File: src/rtl/ctl_cfg_pkg.sv
// Shared constants and the configuration record for the three-wire
// mode control register. Assumes 8-bit control words whose field
// positions are fixed by the prefix decode.
package ctl_cfg_pkg;
    localparam int WORD_W   = 8;
    localparam int ATT_W    = WORD_W - 1;
    localparam int CNT_W    = $clog2(WORD_W + 1);
    localparam int SYNC_LEN = 2;

    // Rate codes, written as {B3,B4}
    localparam logic [1:0] RATE_NONE = 2'b00;
    localparam logic [1:0] RATE_48K  = 2'b01;
    localparam logic [1:0] RATE_32K  = 2'b10;
    localparam logic [1:0] RATE_44K  = 2'b11;

    typedef struct packed {
        logic [ATT_W-1:0] att;
        logic             deem_on;
        logic [1:0]       rate;
        logic             mute;
        logic             dsd;
        logic             zd;
        logic             wide;
        logic             swap;
        logic             i2s;
    } cfg_t;

    localparam cfg_t CFG_RESET = '{
        att: '0, deem_on: 1'b0, rate: RATE_44K, mute: 1'b0, dsd: 1'b0,
        zd: 1'b1, wide: 1'b0, swap: 1'b0, i2s: 1'b0
    };
endpackage

File: src/rtl/ctl_sync.sv
// Multi-stage synchronizer for asynchronous pin levels.
// Assumes each bit is an independent slow level; no bus coherency implied.
module ctl_sync #(
    parameter int WIDTH  = 3,
    parameter int STAGES = 2
) (
    input  logic             clk,
    input  logic             rst_n,
    input  logic [WIDTH-1:0] d,
    output logic [WIDTH-1:0] q
);
    logic [WIDTH-1:0] stg [STAGES];

    for (genvar g = 0; g < STAGES; g++) begin : g_stage
        // Purpose: move the level one flop further into the clock domain.
        always_ff @(posedge clk) begin
            if (!rst_n) stg[g] <= '0;
            else if (g == 0) stg[g] <= d;
            else stg[g] <= stg[(g == 0) ? 0 : g - 1];
        end
    end

    assign q = stg[STAGES-1];
endmodule

File: src/rtl/ctl_shift_rx.sv
// Serial word receiver: collects bits on shift-clock rising edges, first
// bit into position 0, and on a strobe rising edge offers the word when
// at least WORD_W bits arrived. Assumes synchronized inputs.
module ctl_shift_rx
    import ctl_cfg_pkg::*;
(
    input  logic              clk,
    input  logic              rst_n,
    input  logic              enable,
    input  logic              sd,
    input  logic              sck,
    input  logic              slat,
    output logic              word_vld,
    output logic [WORD_W-1:0] word
);
    logic [WORD_W-1:0] sr;
    logic [CNT_W-1:0]  cnt;
    logic              sck_d, slat_d;
    logic              sck_rise, slat_rise;

    assign sck_rise  = sck & ~sck_d;
    assign slat_rise = slat & ~slat_d;

    // Purpose: remember previous pin levels for edge detection.
    always_ff @(posedge clk) begin
        if (!rst_n) begin
            sck_d  <= 1'b0;
            slat_d <= 1'b0;
        end else begin
            sck_d  <= sck;
            slat_d <= slat;
        end
    end

    // Purpose: shift, count and commit; the strobe wins over a coincident bit.
    always_ff @(posedge clk) begin
        if (!rst_n) begin
            sr       <= '0;
            cnt      <= '0;
            word_vld <= 1'b0;
            word     <= '0;
        end else begin
            word_vld <= 1'b0;
            if (!enable) begin
                cnt <= '0;
            end else if (slat_rise) begin
                word_vld <= (cnt == CNT_W'(WORD_W));
                word     <= sr;
                cnt      <= '0;
            end else if (sck_rise) begin
                sr <= {sd, sr[WORD_W-1:1]};
                if (cnt != CNT_W'(WORD_W)) cnt <= cnt + 1'b1;
            end
        end
    end

    assert_cnt_bound_R1: assert property (@(posedge clk) disable iff (!rst_n)
        cnt <= CNT_W'(WORD_W));
    assert_strobe_restart_R6: assert property (@(posedge clk) disable iff (!rst_n)
        (enable && slat_rise) |=> (cnt == '0));
endmodule

File: src/rtl/ctl_reg_bank.sv
// Register banks: the prefix of each committed word selects attenuation,
// mode-1 or mode-2 fields; other prefixes are dropped.
// Assumes word bit i carries Bi.
module ctl_reg_bank
    import ctl_cfg_pkg::*;
(
    input  logic              clk,
    input  logic              rst_n,
    input  logic              word_vld,
    input  logic [WORD_W-1:0] word,
    output cfg_t              cfg
);
    logic             hit_att, hit_m1, hit_m2;
    logic [ATT_W-1:0] att_val;

    assign hit_att = word_vld & ~word[0];
    assign hit_m1  = word_vld &  word[0] & ~word[1] & ~word[2];
    assign hit_m2  = word_vld &  word[0] & ~word[1] &  word[2];

    // Purpose: reorder B1..B7 so that B1 becomes the code MSB.
    always_comb begin
        for (int k = 0; k < ATT_W; k++) att_val[ATT_W-1-k] = word[1+k];
    end

    // Purpose: load the addressed bank.
    always_ff @(posedge clk) begin
        if (!rst_n) begin
            cfg <= CFG_RESET;
        end else begin
            if (hit_att) cfg.att <= att_val;
            if (hit_m1) begin
                cfg.rate    <= {word[3], word[4]};
                cfg.deem_on <= word[5];
                cfg.mute    <= word[6];
                cfg.dsd     <= word[7];
            end
            if (hit_m2) begin
                cfg.zd   <= word[4];
                cfg.wide <= word[5];
                cfg.swap <= word[6];
                cfg.i2s  <= word[7];
            end
        end
    end

    assert_att_hold_R2: assert property (@(posedge clk) disable iff (!rst_n)
        !hit_att |=> $stable(cfg.att));
    assert_m1_hold_R3: assert property (@(posedge clk) disable iff (!rst_n)
        !hit_m1 |=> $stable({cfg.rate, cfg.deem_on, cfg.mute, cfg.dsd}));
    assert_m2_hold_R4: assert property (@(posedge clk) disable iff (!rst_n)
        !hit_m2 |=> $stable({cfg.zd, cfg.wide, cfg.swap, cfg.i2s}));
    assert_bad_prefix_R5: assert property (@(posedge clk) disable iff (!rst_n)
        (word_vld && word[0] && word[1]) |=> $stable(cfg));
endmodule

File: src/rtl/ctl3w_mode_regs.sv
// Top: synchronizes the three control pins, runs the serial receiver and
// register banks, and selects between serial and parallel configuration.
// Assumes ser_mode and sys384 are static or change only while idle.
module ctl3w_mode_regs
    import ctl_cfg_pkg::*;
(
    input  logic             clk,
    input  logic             rst_n,
    input  logic             ser_mode,
    input  logic             sys384,
    input  logic             pin_md,
    input  logic             pin_mc,
    input  logic             pin_ml,
    output logic [ATT_W-1:0] att_code,
    output logic             deem_on,
    output logic [1:0]       deem_rate,
    output logic             mute_on,
    output logic             dbl_speed,
    output logic             zero_det_en,
    output logic             wide20,
    output logic             lr_swap,
    output logic             i2s_fmt
);
    logic [2:0]        pins_s;
    logic              word_vld;
    logic [WORD_W-1:0] word;
    cfg_t              ser_cfg;
    cfg_t              act_cfg;

    ctl_sync #(.WIDTH(3), .STAGES(SYNC_LEN)) u_sync (
        .clk(clk), .rst_n(rst_n),
        .d({pin_ml, pin_mc, pin_md}), .q(pins_s)
    );

    ctl_shift_rx u_rx (
        .clk(clk), .rst_n(rst_n), .enable(ser_mode),
        .sd(pins_s[0]), .sck(pins_s[1]), .slat(pins_s[2]),
        .word_vld(word_vld), .word(word)
    );

    ctl_reg_bank u_bank (
        .clk(clk), .rst_n(rst_n),
        .word_vld(word_vld), .word(word), .cfg(ser_cfg)
    );

    // Purpose: choose serial registers or parallel static decode.
    always_comb begin
        if (ser_mode) begin
            act_cfg = ser_cfg;
        end else begin
            act_cfg         = CFG_RESET;
            act_cfg.rate    = {pins_s[0], pins_s[1]};
            act_cfg.deem_on = pins_s[0] | pins_s[1];
            act_cfg.dsd     = ~pins_s[2];
        end
    end

    assign att_code    = act_cfg.att;
    assign deem_on     = act_cfg.deem_on;
    assign deem_rate   = act_cfg.rate;
    assign mute_on     = act_cfg.mute;
    assign dbl_speed   = act_cfg.dsd & sys384;
    assign zero_det_en = act_cfg.zd;
    assign wide20      = act_cfg.wide;
    assign lr_swap     = act_cfg.swap;
    assign i2s_fmt     = act_cfg.i2s;

    assert_dsd_clock_R10: assert property (@(posedge clk) disable iff (!rst_n)
        dbl_speed |-> sys384);
    assert_par_fixed_R9: assert property (@(posedge clk) disable iff (!rst_n)
        !ser_mode |-> (att_code == '0 && !mute_on && zero_det_en &&
                       !wide20 && !lr_swap && !i2s_fmt));
endmodule

File: config.mk
export PLATFORM = sky130hd
export DESIGN_NAME = ctl3w_mode_regs
export DESIGN_NICKNAME = d
export VERILOG_FILES = /design/src/rtl/ctl_cfg_pkg.sv /design/src/rtl/ctl_sync.sv /design/src/rtl/ctl_shift_rx.sv /design/src/rtl/ctl_reg_bank.sv /design/src/rtl/ctl3w_mode_regs.sv
export SDC_FILE = /design/constraint.sdc
export NUM_CORES = 1
export LEC_CHECK = 0
export CAP_MARGIN = 20
export CORE_ASPECT_RATIO = 1.4
export CORE_UTILIZATION = 35
export DETAILED_ROUTE_END_ITERATION = 10
export GPL_TIMING_DRIVEN = 0
export PLACE_DENSITY = 0.62
export SYNTH_ARGS = -nofsm -noshare
export SYNTH_HDL_FRONTEND = slang
export SYNTH_HIERARCHICAL = 1
export SYNTH_SLANG_ARGS = --single-unit
export TNS_END_PERCENT = 30
File: constraint.sdc
create_clock -name clk -period 1.4 [get_ports clk]
set_clock_uncertainty 0.05 [all_clocks]
set_input_delay 0.42 -clock clk [delete_from_list [all_inputs] [get_ports clk]]
set_output_delay 0.42 -clock clk [all_outputs]
set_load 0.05 [all_outputs]
-- Word-level counts from Yosys, hierarchy flattened
Memories as Yosys holds them, arrays and structs flattened.
Index checks and enable logic that the tools add are counted.
- register bits after elaboration: 39
- bits in writable memories: 6
- bits of input ports: 7
- logic and storage cells: 49
- memories: 1
- $add $sub $neg: 1
- equal/unequal tests: 2
- multiplexer cells: 5
- bitwise operators: 20
- reduce and logical (&&, ||, !) cells: 5
- memories (memory ; words ; bits a word ; rd ports ; clocked after Yosys merged registers in ; write ports ; line ; text):
    u_sync.stg ; 2 ; 3 ; 2 ; 0 ; 2 ; ctl_sync.sv:12 ; logic [WIDTH-1:0] stg [STAGES];
- operators with widths (operator ; number):
    $mux 16 ; 1
    $not 1->1 ; 9
    $and 1x1->1 ; 8
    $mux 3 ; 2
    $reduce_and 3->1 ; 2
    $add 4x1->4 const B ; 1
    $eq 4x4->1 const B ; 1
    $ne 4x4->1 const B ; 1
    $reduce_and 2->1 ; 2
    $or 1x1->1 ; 3
    $reduce_or 3->1 ; 1
    $mux 1 ; 2

-- Depth between registers and ports, before layout
- word-level depth: 4
- mapped depth: 5
- depth with buffers taken out: 5

-- Cells and area by module
The synthesis kept the hierarchy.
- modules (own cells, without submodules) (module ; instances ; cells an instance ; area an instance (um2) ; sequential area each (um2)):
    ctl_shift_rx ; 1 ; 90 ; 923.4 ; 460.4
    ctl_reg_bank ; 1 ; 58 ; 601.8 ; 320.3
    ctl_sync ; 1 ; 12 ; 157.7 ; 120.1
    ctl3w_mode_regs ; 1 ; 22 ; 148.9 ; 0.0

-- Worst setup path before layout
Ideal clock, no wire load.
- path type: input -> output
- start point: in ser_mode
- end point: out deem_on
- data arrival time: 1.634 ns
- required time: 0.930 ns
- path slack: -0.704 ns
- stages: 2
- cell sequence: buf_6 o21ai_0
- word-level cells in the longest chain between the ends: 1
- ends and longest elaborated chain (item ; line ; text):
    start, declared ; ctl3w_mode_regs.sv:9 ; input logic ser_mode,
    $mux 16 ; ctl3w_mode_regs.sv:48 ; if (ser_mode) begin
    end, declared ; ctl3w_mode_regs.sv:15 ; output logic deem_on,
No other way between the ends.

==> run metrics <==
outcome=finished with violations; failing checks=negative setup slack; unrepaired setup endpoints after global routing=true; core box area=~0.0050 sq mm; switching share of total power=0.2064; All-Layer GR Usage=0.1417; startpoint types=register; RePlAce Congestion=0.7690; via count of the first global-routing pass=1254; Hold Path Class=register to register; Post-Place Setup Slack=-1407 ps; final worst-path cycle share=1.157; diode insertion count for antenna repair=0; x dimension of the die=63.14 um; Die Span Y=87.60 um; average instance area after synthesis=10.06 sq um; worst-case hold slack=383.5 ps; wire length of the first global-routing pass=just under 6 mm; power share of the clock group=0.407; critical path endpoint category=primary output; Yosys top cell area share=0.4918; sequential group share of total power=0.525; 1st-iter DRT viols=48; power density normalized to cell area=1012 mW/mm^2; register area share after synthesis=0.4918; Post-Synthesis Cells=182; post-route minimum period=1620 ps; instance count on the critical path=3; sum of negative setup slack=-656.1 ps; Worst path slowest cell=dfxtp_2; Net Sw Power=0.0005085 W; Arr. time, crit path=1150 ps; startpoint-to-endpoint class of the critical path=register to primary output; area enclosed by the die boundary=0.005531 sq mm; DR pass1 iterations=4; fraction of synthesis flops using an asynchronous set or reset pin=0; number of nets with antenna violations after detailed routing=0; maximum buffer depth of the clock tree=2; maximum number of pins on one net before global-route repair=14; final cell count without fillers=between 200 and 300; total grt overflow=0; most instantiated cells after synthesis=dfxtp_1, mux2i_1, and2_1, nand2_1, nor2b_1; number of unique standard cell types used by synthesis=30; synthesized flop and latch total=45; cell count after placement=268; final wirelength=about 3.3 mm; cells on worst reg2reg path=5; DRC violations left=0; Max-Slew Margin vs Limit=0.7815; cell at the root of the clock tree=clkbuf_8; dominant cell by count in the synthesized netlist=dfxtp_1; Peak VDD IR=about 0.0006 V; wire length per cell after detailed routing=11.88 um; critical-path maximum fanout=4; number of buffer and inverter stages on the critical path=1; post-synthesis instance area=~0.0018 sq mm; worst slew pin tran=327.8 ps; internal portion of total power=about 0.002 W; top cell family by delay on the critical path=flip-flops; Sink Count=45; number of instances on the worst hold path=1; placed wire-length estimate after detailed placement=2.395 mm; number of nets in the synthesized netlist=191; number of hold-slack violations in the final timing report=0; via density per instance=4.631; EDFF count, synth=0; initial standard-cell utilization of the core=0.3697; maximum clock rate=617.3 MHz; total clock buffers created by CTS=5; top cell type by total area after synthesis=dfxtp_1; vias after detailed routing=around 1300; total number of nets in the final design=roughly 220; H-tree levels=2; Pwr Total=0.002464 W; fraction of layout instances using a drive strength above 1=0.3302; num rows=30; count of yosys warnings during synthesis=6; top cells by area, synth=dfxtp_1, mux2i_1, and2_1; TritonCTS clock tree=built; flip-flop cell with the highest count after synthesis=dfxtp_1; number of setup violations in the final report=11; layout-stage area growth over the synthesis result=32.85%; CP required=930 ps; antenna violations before repair=0; port buffer count=22; crit-path max cell delay=about 340 ps; static leakage=1.076 nW; number of maximum-capacitance violations=0; clock latency reported for the late side of the worst-skew pair=290 ps; Combinational Power Share=0.068; worst setup slack after layout=-220.0 ps; number of primary I/O pins=23; clock transition at the registers of the reported paths=approximately 80 ps; max-slew violation count=0; critical path, cell by cell=or2_4, a21boi_4, buf_6; hold bufs inserted after CTS=0
logic make-up after synthesis:
logic type | count (synthesis) | share of synthesized area
AND/OR/NAND/NOR | 78 | 0.2514
flip-flops | 45 | 0.4918
multiplexers | 28 | 0.1544
AO/OA/AOI/OAI | 17 | 0.04986
buffers and inverters | 12 | 0.03893
adder cells (fa/ha/maj) | 2 | 0.01366
metal layers:
| metal | up-vias | GRT usage | wire length (um) | share of wire |
|---|---|---|---|---|
| met5 | - | 0 | 0 | 0 |
| met3 | 6 | 0.03125 | 76 | 0.023 |
| met2 | 26 | 0.2454 | 1743 | 0.53 |
| met4 | 0 | 0.08668 | 85 | 0.026 |
| li1 | 671 | - | - | - |
| met1 | 589 | 0.1584 | 1409 | 0.43 |
power groups by stage:
stage                     Sequential, W  Clock, W  Combinational [W]
after global placement          0.00133         0           0.000142
final                           0.00129   0.00100           0.000168
after detailed placement        0.00133         0           0.000143
after CTS                       0.00130   0.00103           0.000160
after global routing            0.00130   0.00110           0.000181
after floorplan                 0.00132         0          0.0000942
cell type report:
class | count | area [sq um]
clock inverter | 1 | 30.03
timing repair buffer | 26 | 335.3
buffer | 8 | 56.30
sequential | 45 | 923.4
multi-input combinational | 125 | 910.9
tap | 64 | 80.08
inverter | 3 | 11.26
clock buffer | 7 | 86.33
fill | 467 | 2521
worst reg2reg max path, stage by stage, from the launching register on:
cell and delay, ps:
dfxtp_1 380, inv_1 80, ha_1 220, and3b_1 210
o21ai_0 150, a21oi_1 80
cells in the final DEF (no fill, tap or decap), drive strengths merged, types with 3 or more instances in the layout:
| cell | synthesis | layout |
|---|---|---|
| a21oi | 5 | 5 |
| o21ai | 11 | 11 |
| nand2 | 18 | 18 |
| clkbuf | 3 | 11 |
| nor2b | 15 | 15 |
| buf | 6 | 26 |
| nand3 | 12 | 12 |
| dfxtp | 45 | 45 |
| clkdlybuf4s50 | 0 | 3 |
| and2 | 19 | 19 |
| nand2b | 3 | 3 |
| mux2i | 26 | 26 |
| inv | 3 | 3 |
final timing paths:
path / slack [ps] / startpoint / endpoint
worst max-delay path: -220 / u_sync/stg[1][2] / dbl_speed
worst max register to register: 120 / u_rx/cnt[0] / u_rx/cnt[0]
worst min register to register: 380 / u_sync/stg[0][1] / u_sync/stg[1][1]
worst min-delay path: 380 / u_sync/stg[0][1] / u_sync/stg[1][1]
through the flow:
| stage | area (sq um) | util |
|---|---|---|
| floorplan | 1854 | - |
| global placement | 2155 | 0.4348 |
| detailed placement | 2155 | 0.4348 |
| CTS | 2380 | 0.4803 |
| global route | 2434 | 0.4912 |
| finish | 2434 | 0.4912 |
registers in the layout, indices dropped and copies added (netlist names):
signal	flops
u_rx/cnt	4
u_rx/sck_d	1
u_rx/word	8
u_rx/word_vld	1
u_rx/sr	8
u_sync/stg	6
u_rx/slat_d	1
u_bank/cfg	16
repair_timing:
item,in CTS,in global routing
gates cloned,2,0
resized for setup,147,22
setup endpoints to repair,38,27
buffers inserted,1,1
pin swaps,1,1
(Power assumes the default switching activity.)
